<file path="src/rtl/zcnt_pkg.sv">
package zcnt_pkg;
  localparam int unsigned DATA_W = 64;
  localparam int unsigned HALF_W = DATA_W / 2;
  localparam int unsigned CNT_W  = $clog2(DATA_W + 1);
endpackage

</file>
<file path="src/rtl/zcnt_bitrev.sv">
module zcnt_bitrev #(
  parameter int unsigned W = 64
) (
  input  logic [W-1:0] in_i,
  output logic [W-1:0] out_o
);
  for (genvar g = 0; g < W; g++) begin : g_rev
    assign out_o[g] = in_i[W-1-g];
  end
endmodule

</file>
<file path="src/rtl/zcnt_align.sv">
// Puts the examined range at the top of the vector; a sentinel one below a
// word-mode range caps the count at HALF_W.
module zcnt_align #(
  parameter int unsigned DATA_W = 64,
  parameter int unsigned HALF_W = 32
) (
  input  logic [DATA_W-1:0] operand_i,
  input  logic              word_i,
  input  logic              trail_i,
  output logic [DATA_W-1:0] aligned_o
);
  logic [DATA_W-1:0] rev;
  logic [DATA_W-1:0] src;

  zcnt_bitrev #(.W(DATA_W)) i_rev (.in_i(operand_i), .out_o(rev));

  always_comb begin
    if (trail_i)     src = rev;
    else if (word_i) src = operand_i << HALF_W;
    else             src = operand_i;
    if (word_i) begin
      aligned_o = '0;
      aligned_o[DATA_W-1 -: HALF_W] = src[DATA_W-1 -: HALF_W];
      aligned_o[DATA_W-HALF_W-1]    = 1'b1;
    end else begin
      aligned_o = src;
    end
  end
endmodule

</file>
<file path="src/rtl/zcnt_lead_enc.sv">
module zcnt_lead_enc #(
  parameter int unsigned DATA_W = 64,
  parameter int unsigned CNT_W  = 7
) (
  input  logic [DATA_W-1:0] vec_i,
  output logic [CNT_W-1:0]  cnt_o
);
  always_comb begin
    cnt_o = CNT_W'(DATA_W);
    for (int k = 0; k < DATA_W; k++) begin
      if (vec_i[k]) cnt_o = CNT_W'(DATA_W - 1 - k);
    end
  end
endmodule

</file>
<file path="src/rtl/zcnt_top.sv">
module zcnt_top
  import zcnt_pkg::*;
(
  input  logic              clk_i,
  input  logic              rst_ni,
  input  logic [DATA_W-1:0] operand_i,
  input  logic              word_i,
  input  logic              trail_i,
  output logic [DATA_W-1:0] result_o
);
  logic [DATA_W-1:0] aligned;
  logic [CNT_W-1:0]  cnt_d;
  logic [CNT_W-1:0]  cnt_q;
  logic              seen_q;

  zcnt_align #(.DATA_W(DATA_W), .HALF_W(HALF_W)) i_align (
    .operand_i(operand_i), .word_i(word_i), .trail_i(trail_i), .aligned_o(aligned)
  );

  zcnt_lead_enc #(.DATA_W(DATA_W), .CNT_W(CNT_W)) i_enc (
    .vec_i(aligned), .cnt_o(cnt_d)
  );

  always_ff @(posedge clk_i or negedge rst_ni) begin
    if (!rst_ni) begin
      cnt_q  <= '0;
      seen_q <= 1'b0;
    end else begin
      cnt_q  <= cnt_d;
      seen_q <= 1'b1;
    end
  end

  assign result_o = {{(DATA_W-CNT_W){1'b0}}, cnt_q};

  assert_upper_zero_R8: assert property (@(posedge clk_i) disable iff (!rst_ni)
    result_o[DATA_W-1:CNT_W] == '0);

  assert_full_zero_R3: assert property (@(posedge clk_i) disable iff (!rst_ni)
    seen_q && $past(operand_i) == '0 && !$past(word_i) |-> result_o == DATA_W);

  assert_word_zero_R6: assert property (@(posedge clk_i) disable iff (!rst_ni)
    seen_q && $past(operand_i[HALF_W-1:0]) == '0 && $past(word_i) |-> result_o == HALF_W);

  assert_word_cap_R4: assert property (@(posedge clk_i) disable iff (!rst_ni)
    seen_q && $past(word_i) |-> result_o <= HALF_W);

  assert_msb_lead_R1: assert property (@(posedge clk_i) disable iff (!rst_ni)
    seen_q && $past(operand_i[DATA_W-1]) && !$past(word_i) && !$past(trail_i)
    |-> result_o == 0);

  assert_lsb_trail_R2: assert property (@(posedge clk_i) disable iff (!rst_ni)
    seen_q && $past(operand_i[0]) && $past(trail_i) |-> result_o == 0);
endmodule

</file>
<file path="config.mk">
export PLATFORM = sky130hd
export DESIGN_NAME = zcnt_top
export DESIGN_NICKNAME = d
export VERILOG_FILES = /design/src/rtl/zcnt_pkg.sv /design/src/rtl/zcnt_bitrev.sv /design/src/rtl/zcnt_align.sv /design/src/rtl/zcnt_lead_enc.sv /design/src/rtl/zcnt_top.sv
export SDC_FILE = /design/constraint.sdc
export NUM_CORES = 1
export LEC_CHECK = 0
export CAP_MARGIN = 25
export CORE_ASPECT_RATIO = 1.75
export CORE_UTILIZATION = 45
export CTS_CLUSTER_SIZE = 24
export DETAILED_ROUTE_END_ITERATION = 8
export GPL_TIMING_DRIVEN = 0
export PLACE_DENSITY = 0.88
export SYNTH_ARGS = -nofsm -noshare
export SYNTH_HDL_FRONTEND = slang
export SYNTH_SLANG_ARGS = --single-unit
</file>
<file path="constraint.sdc">
create_clock -name clk_i -period 1.1 [get_ports clk_i]
set_input_delay 0.22 -clock clk_i [delete_from_list [all_inputs] [get_ports clk_i]]
set_output_delay 0.22 -clock clk_i [all_outputs]
set_load 0.02 [all_outputs]
</file>
# Word-level counts from Yosys, hierarchy flattened
# Cells that the tools add are included.
# totals
in_bits	68
ff_bits	7
out_inout_bits	64
word_cells	68
# classes
mux	67
# op_table
operator	count
$mux W7	64
$mux W64	2
$mux W32	1

# Logic depth before layout (Yosys ltp)
# Gate-level depths: netlist of the first run.
# depth
word_depth	67
mapped_depth	10
ltp_nobuf	7

# Cells and area by module
# From an unflattened synthesis of the first run, not the netlist that was laid out.
# unflattened
cells_unflattened	454
hier_area_um2	3183.1
# modules_own_cells
mod	area_each_um2	seq_area_each_um2	n_inst	cells_each
zcnt_align	1236.2	0.0	1	178
zcnt_lead_enc	859.6	0.0	1	147
zcnt_top	606.8	175.2	1	65
zcnt_bitrev	480.5	0.0	1	64

# Worst setup path before layout of the first run
# OpenSTA, ideal clock, no wires.
# synth_timing
kind	in2reg
startpoint	in word_i
endpoint	reg cnt_q[0]
setup_ns	0.124
cell_stages	8
arrival_time_ns	1.692
path_slack_ns	-0.716
required_ns	0.976
path_buffers	1
cell_sequence	buf_6 > mux2_4 > mux2i_1 > o41ai_1 > or3_1 > a31oi_1 > a211oi_1 > o31a_1
# synth_between
elab_chain_cells	67
# synth_lines
element	line_no	source
start: declaration	zcnt_top.sv:7	input logic word_i,
$mux W64	zcnt_align.sv:19	else if (word_i) src = operand_i << HALF_W;
$mux W64	zcnt_align.sv:18	if (trail_i) src = rev;
$mux W32	zcnt_align.sv:21	if (word_i) begin
$mux W7 (63 in series)	zcnt_lead_enc.sv:11	if (vec_i[k]) cnt_o = CNT_W'(DATA_W - 1 - k);
$mux W7 *	zcnt_lead_enc.sv:11	
named net cnt_d[0]	zcnt_top.sv:12	logic [CNT_W-1:0] cnt_d;
end signal: assignment	zcnt_top.sv:29	cnt_q <= cnt_d;
end: declaration	zcnt_top.sv:13	logic [CNT_W-1:0] cnt_q;
# The timed path passes the listed nets; every way through them passes the cells marked *.

# Worst setup path after layout of the first run
# layout_timing
startpoint	in operand_i[44]
endpoint	reg cnt_q[0]
# layout_between
elab_chain_cells	47
word_cells_on_any_way	48
cone_classes	48 x mux
# layout_lines
element	line_no	source
start: declaration	zcnt_top.sv:6	input logic [DATA_W-1:0] operand_i,
$mux W64 *	zcnt_align.sv:18	
$mux W32	zcnt_align.sv:21	
$mux W7 (25 in series)	zcnt_lead_enc.sv:11	
$mux W7 * (20 in series)	zcnt_lead_enc.sv:11	
named net cnt_d[0]	zcnt_top.sv:12	
# Marked as above.

==> results of run 1 <==
## synthesized netlist by cell type, types with 2 or more instances
cell type / instances
buf_4: 62
mux2_2: 12
a211oi_1: 6
buf_6: 5
buf_2: 7
o22ai_1: 12
or3_1: 3
nand2b_1: 13
nor4_1: 3
nor2b_1: 7
o311ai_0: 4
nor3_1: 13
nand3_1: 4
or2_2: 3
and2_1: 2
a211o_1: 2
a21oi_1: 21
a21o_1: 3
o211ai_1: 3
nand2_1: 27
nand4_1: 6
o21ai_0: 16
o31ai_1: 4
a311oi_1: 2
inv_1: 8
a31oi_1: 4
o32ai_1: 3
nor2_1: 64
dfrtp_1: 7
nor3b_1: 4
mux2i_1: 36
## cell usage in the layout, fill, tap and decap left out, drive strengths merged, types with 3 or more instances in the layout
cell	count
clkdlybuf4s15	10
o311ai	4
nand2	27
nand3	4
a31oi	4
clkdlybuf4s50	10
mux2	14
buf	117
a21o	3
nand2b	13
o21ai	17
dlygate4sd2	47
dfrtp	7
nor4	3
o32ai	4
a211oi	7
inv	8
conb	57
nor3b	4
nand4	6
clkbuf	7
or3	3
o211ai	3
nor3	13
nor2b	7
nor2	64
a21oi	21
or2	4
mux2i	36
o31ai	4
o22ai	12
## area by class of cell
class / count / area share
Tap cell: 76 / 0.01945
Timing Repair Buffer: 113 / 0.2245
Buffer: 74 / 0.1400
Inverter: 8 / 0.006143
Clock buffer: 4 / 0.009214
Multi-Input combinational cell: 357 / 0.5644
Antenna cell: 1 / 0.0005119
Sequential cell: 7 / 0.03583
## stage by stage
step           cell area [um2]  worst slack (ns)
2_1_floorplan             3045           -0.6079
3_3_place_gp              3881            -1.613
3_5_place_dp              3881            -1.634
4_1_cts                   4678           -0.6929
5_1_grt                   4888            -1.017
6_report                  4888           -0.8585
## worst max path at each step
| stage | start | to | slack, ns | cells after the start |
|---|---|---|---|---|
| 2_1_floorplan | word_i | cnt_q[0]$_DFF_PN0_ | -0.61 | 8 |
| 3_3_place_gp | word_i | cnt_q[1]$_DFF_PN0_ | -1.61 | 9 |
| 3_5_place_dp | word_i | cnt_q[1]$_DFF_PN0_ | -1.63 | 8 |
| 4_1_cts | word_i | cnt_q[0]$_DFF_PN0_ | -0.69 | 9 |
| 5_1_grt | operand_i[47] | cnt_q[0]$_DFF_PN0_ | -1.02 | 8 |
| 6_report | operand_i[44] | cnt_q[0]$_DFF_PN0_ | -0.86 | 8 |
## power groups by stage
stage	combinational, W	clock, W	sequential, W
global route	0.00236	0.000388	0.000276
CTS	0.00199	0.000370	0.000274
global placement	0.00164	0	0.000277
finish	0.00226	0.000360	0.000274
detailed placement	0.00165	0	0.000278
floorplan	0.00104	0	0.000295
## kinds of logic after synthesis
group,after synthesis,share of synthesized area
simple gates,155,0.2769
compound gates,95,0.2393
buf+inv,82,0.2205
mux,50,0.1961
flops,7,0.06582
other cells,1,0.001409
## per-layer routing
layer / global-route usage / share of wire / up-vias
met1: 0.4343 / 0.31 / 1772
met4: 0.3571 / 0.10 / 0
met3: 0.1923 / 0.11 / 151
met2: 0.7166 / 0.48 / 427
li1: - / - / 1661
met5: 0 / 0 / -
## repair_timing
action,4_1_cts,5_1_grt
hold endpoints to repair,0,0
pin swaps,26,26
gates cloned,5,0
setup endpoints to repair,14,9
buffers inserted,22,12
resized for setup,205,38
==> impl_metrics.csv, run 1 <==
group,metric,value,unit
outcome,outcome,"finished with violations",
outcome,violations,"setup timing",
worst_setup_path,path_max_fanout,3,
sta,max-slew-margin-rel,0.6686,
die,core_area,5630,um2
die,die_area,6237,um2
sta,worst_hold_slack,0.2371,ns
clock_tree,clockBufferDepth,2,
clock_tree,path_clk_slew,0.04,ns
power,power_switching,0.001364,W
synthesis,ys_ff_latch,7,
global_route,grt_antenna_before_repair,1,
worst_setup_path,worstPathCellList,"clkdlybuf4s50_1, nor2_2, a21oi_2, or3_1, o311ai_4, a31oi_1, a211oi_2, o31a_1",
final_layout,regArea,175.2,um2
global_route,first_global_vias,3931,
sta,slew_viol_final,0,
placement,hpwl,8.716,mm
synthesis,postSynthAreaPerCell,6.824,um2
power,peakVddDrop,0.4862,mV
final_layout,fill_cells,315,
sta,period_share,1.780,
power,power_frac_clock,0.125,
synthesis,synth_top_cell_by_area,"buf_4",
final_layout,layout.nets,632,
drt,drt-total-wl,14.15,mm
synthesis,ys_seq_area_frac,0.06582,
power,p_seq_frac,0.095,
clock_tree,cts.sinks,7,
final_layout,top_regs,"cnt_q (7)",
sta,final.setup.tns,-5.011,ns
drt,viasPerCell,6.267,
drt,drt-wirelength-per-cell,22.11,um
power,swShare,0.4715,
placement,place_inst,596,
power,powerDensity,591.7,nW/um2
clock_tree,cts_buffers,3,
final_layout,syn_to_final_growth,83.69,%
global_route,overflow,0,
clock_tree,root_buffer,"clkbuf_8",
clock_tree,cts-htree-levels,1,
final_layout,largest_register_ffs,7,
drt,ant_nets,0,
sta,fmax,0.5106,GHz
power,p_total,0.002893,W
drt,num_vias,4011,
job,cap_violations,0,
drt,drc,0,
power,internal_power,0.001529,W
synthesis,yosysTopAreaCellShare,0.1749,
sta,tightest_slew,0.4909,ns
synthesis,synth_cell_types,55,
global_route,grt_max_degree,11,
global_route,grt_pass1_wl,20.82,mm
drt,drt-initial-drc-count,498,
placement,placement.io_buffers,74,
worst_setup_path,crit_path_end_kind,"register",
final_layout,multi_input_area,2759,um2
power,p_comb_frac,0.781,
sta,final-setup-viol-count,7,
die,start_util,0.4727,
synthesis,synthFlopType,"dfrtp_1",
drt,firstDrtPassIters,5,
synthesis,syn-instance-count,390,
worst_setup_path,critPathSlowestCell,"clkdlybuf4s50_1",
worst_setup_path,critPathRequiredTime,1.21,ns
worst_setup_path,cp-start-kind,"input port",
sta,hold_viol,0,
synthesis,yosysWarnings,0,
sta,post-route-min-period,1.959,ns
power,leakage,2.218,nW
worst_setup_path,path_buf_inv,1,
final_layout,top_register,"cnt_q",
synthesis,syn_area,2661,um2
sta,setup_ws,-0.8585,ns
die,boundaryPins,132,
final_layout,drive_above_1_share,0.4156,
clock_tree,hold_buffers,0,
synthesis,yosys-top-cells-area,"buf_4 17%, mux2i_1 14%, nor2_1 9.0%, dfrtp_1 6.6%, mux2_2 5.1%",
synthesis,synth_edf_count,0,
worst_setup_path,crit_type,"in2reg",
final_layout,stdcell_count,640,
die,row_count,36,
die,fp.dieH,103.7,um
clock_tree,cts_tree,"done",
die,die_w,60.13,um
final_layout,final_util,0.8682,
worst_setup_path,arrival,2.07,ns
worst_setup_path,path_delay_family,"compound AO/OA/AOI/OAI gates",
worst_setup_path,max_stage_delay,0.55,ns
sta,rsz0062_at_grt,"true",
global_route,grt_usage,0.4524,
min_path,hold_path.class,"in2async",
placement,gp_congestion,0.9812,
synthesis,async_reset_ff_frac,1.000,
No activity file was read; power rests on OpenSTA's default activity.
==> run 2: changes to the inputs <==
- RECOVER_POWER: default -> 25
==> run 2 against run 1 <==
The flow still finishes with violations (setup timing). Combinational power about the same. Worst setup slack about the same. Power about the same. Clock power is essentially flat. Die area did not move. Critical path depth unchanged. Via count did not move. First-iteration DRC count did not move. Largest cell class unchanged.
==> impl_metrics.csv, run 2 (synthesis results as in run 1) <==
group,metric,value,unit
final_layout,syn_to_final_growth,83.69,%
placement,gp_congestion,0.9812,
outcome,violations,"setup timing",
outcome,outcome,"finished with violations",
drt,drt-initial-drc-count,498,
clock_tree,clockBufferDepth,2,
global_route,grt_antenna_before_repair,1,
global_route,grt_pass1_wl,20.82,mm
worst_setup_path,worstPathCellList,"clkdlybuf4s50_1, nor2_2, a21oi_2, or3_1, o311ai_4, a31oi_1, a211oi_2, o31a_1",
die,core_area,5630,um2
worst_setup_path,crit_type,"in2reg",
worst_setup_path,max_stage_delay,0.55,ns
drt,firstDrtPassIters,5,
final_layout,regArea,175.2,um2
sta,period_share,1.780,
placement,placement.io_buffers,74,
min_path,hold_path.class,"in2async",
die,die_area,6237,um2
clock_tree,root_buffer,"clkbuf_8",
final_layout,top_regs,"cnt_q (7)",
clock_tree,cts.sinks,7,
final_layout,layout.nets,632,
die,fp.dieH,103.7,um
worst_setup_path,crit_path_end_kind,"register",
final_layout,fill_cells,315,
final_layout,multi_input_area,2759,um2
placement,hpwl,8.716,mm
sta,final-setup-viol-count,7,
drt,num_vias,4011,
power,leakage,2.218,nW
sta,setup_ws,-0.8585,ns
final_layout,mostFrequentLayoutCell,"buf_4",
final_layout,layout_common_cells,"90 x buf_4, 57 x conb_1, 54 x nor2_1, 47 x dlygate4sd2_1, 22 x nand2_1",
die,start_util,0.4727,
sta,slew_viol_final,0,
placement,place_inst,596,
drt,drc,0,
worst_setup_path,cp-start-kind,"input port",
clock_tree,path_clk_slew,0.04,ns
clock_tree,hold_buffers,0,
sta,tightest_slew,0.4909,ns
worst_setup_path,path_max_fanout,3,
sta,hold_viol,0,
power,peakVddDrop,0.4858,mV
sta,final.setup.tns,-5.011,ns
sta,rsz0062_at_grt,"true",
final_layout,largest_register_ffs,7,
sta,worst_hold_slack,0.3076,ns
global_route,grt_usage,0.4524,
worst_setup_path,critPathRequiredTime,1.21,ns
final_layout,top_register,"cnt_q",
final_layout,stdcell_count,640,
die,row_count,36,
die,die_w,60.13,um
clock_tree,cts_tree,"done",
sta,post-route-min-period,1.959,ns
clock_tree,cts-htree-levels,1,
drt,viasPerCell,6.267,
job,cap_violations,0,
drt,ant_nets,0,
clock_tree,cts_buffers,3,
global_route,grt_max_degree,11,
die,boundaryPins,132,
worst_setup_path,critPathSlowestCell,"clkdlybuf4s50_1",
power,powerDensity,591.6,nW/um2
sta,fmax,0.5106,GHz
final_layout,drive_above_1_share,0.4156,
global_route,first_global_vias,3931,
final_layout,final_util,0.8682,
drt,drt-total-wl,14.15,mm
worst_setup_path,arrival,2.07,ns
global_route,overflow,0,
sta,max-slew-margin-rel,0.6686,
drt,drt-wirelength-per-cell,22.11,um
[run 2: cell types whose count changed in the layout (fill, tap and decap cells not counted), sizes merged]
cell	before	now
clkdlybuf4s50	10	9
dlygate4sd3	0	1
[run 2: path summary, 6_finish.rpt]
check | endpoint | startpoint | slack (ns) | depth (start not counted)
hold / removal | cnt_q[5]$_DFF_PN0_ | rst_ni | 0.31 | 1
min in group clk_i | cnt_q[1]$_DFF_PN0_ | operand_i[1] | 0.59 | 4
max in group asynchronous | cnt_q[3]$_DFF_PN0_ | rst_ni | 0.56 | 1
setup / recovery | cnt_q[0]$_DFF_PN0_ | operand_i[44] | -0.86 | 8
[run 2: metrics by stage]
step | instance area (um2) | worst slack, ns | total power, W
floorplan | 3045 | -0.6079 | 0.001330
CTS | 4678 | -0.6929 | 0.002637
finish | 4888 | -0.8585 | 0.002892
detailed placement | 3881 | -1.634 | 0.001923
global placement | 3881 | -1.613 | 0.001913
global route | 4888 | -1.017 | 0.003027
[run 2: report_power, final]
part           switching (W)  internal (W)  total, W  leakage [nW]
sequential        0.00000324      0.000271  0.000274        0.0949
clock               0.000110      0.000250  0.000360        0.0228
combinational        0.00125       0.00101   0.00226          2.10
total                0.00136       0.00153   0.00289          2.22
[run 2: final cells by class]
cell class / count / share of cell area
sequential: 7 / 0.03583
tap: 76 / 0.01945
inverter: 8 / 0.006143
clock buffer: 4 / 0.009214
antenna: 1 / 0.0005119
timing repair buffer: 113 / 0.2245
buffer: 74 / 0.1400
multi-input combinational: 357 / 0.5644
[run 2: worst max-delay path: cells and delay by family]
kind,cells,cell delay (ns)
buf+inv,1,0.55
simple gates,2,0.27
compound gates,5,1.02
[run 2: per-layer routing]
layer  vias up  track usage  share of wire
li1       1661            -              -
met1      1772       0.4343           0.31
met2       427       0.7166           0.48
met3       151       0.1923           0.11
met4         0       0.3571           0.10
met5         -            0              0
[run 2: timing repair]
item                                    in CTS  in global routing
cloned                                       5                  0
pin swaps                                   26                 26
endpoints found under the setup margin      14                  9
buffers inserted                            22                 12
resized for setup                          205                 38
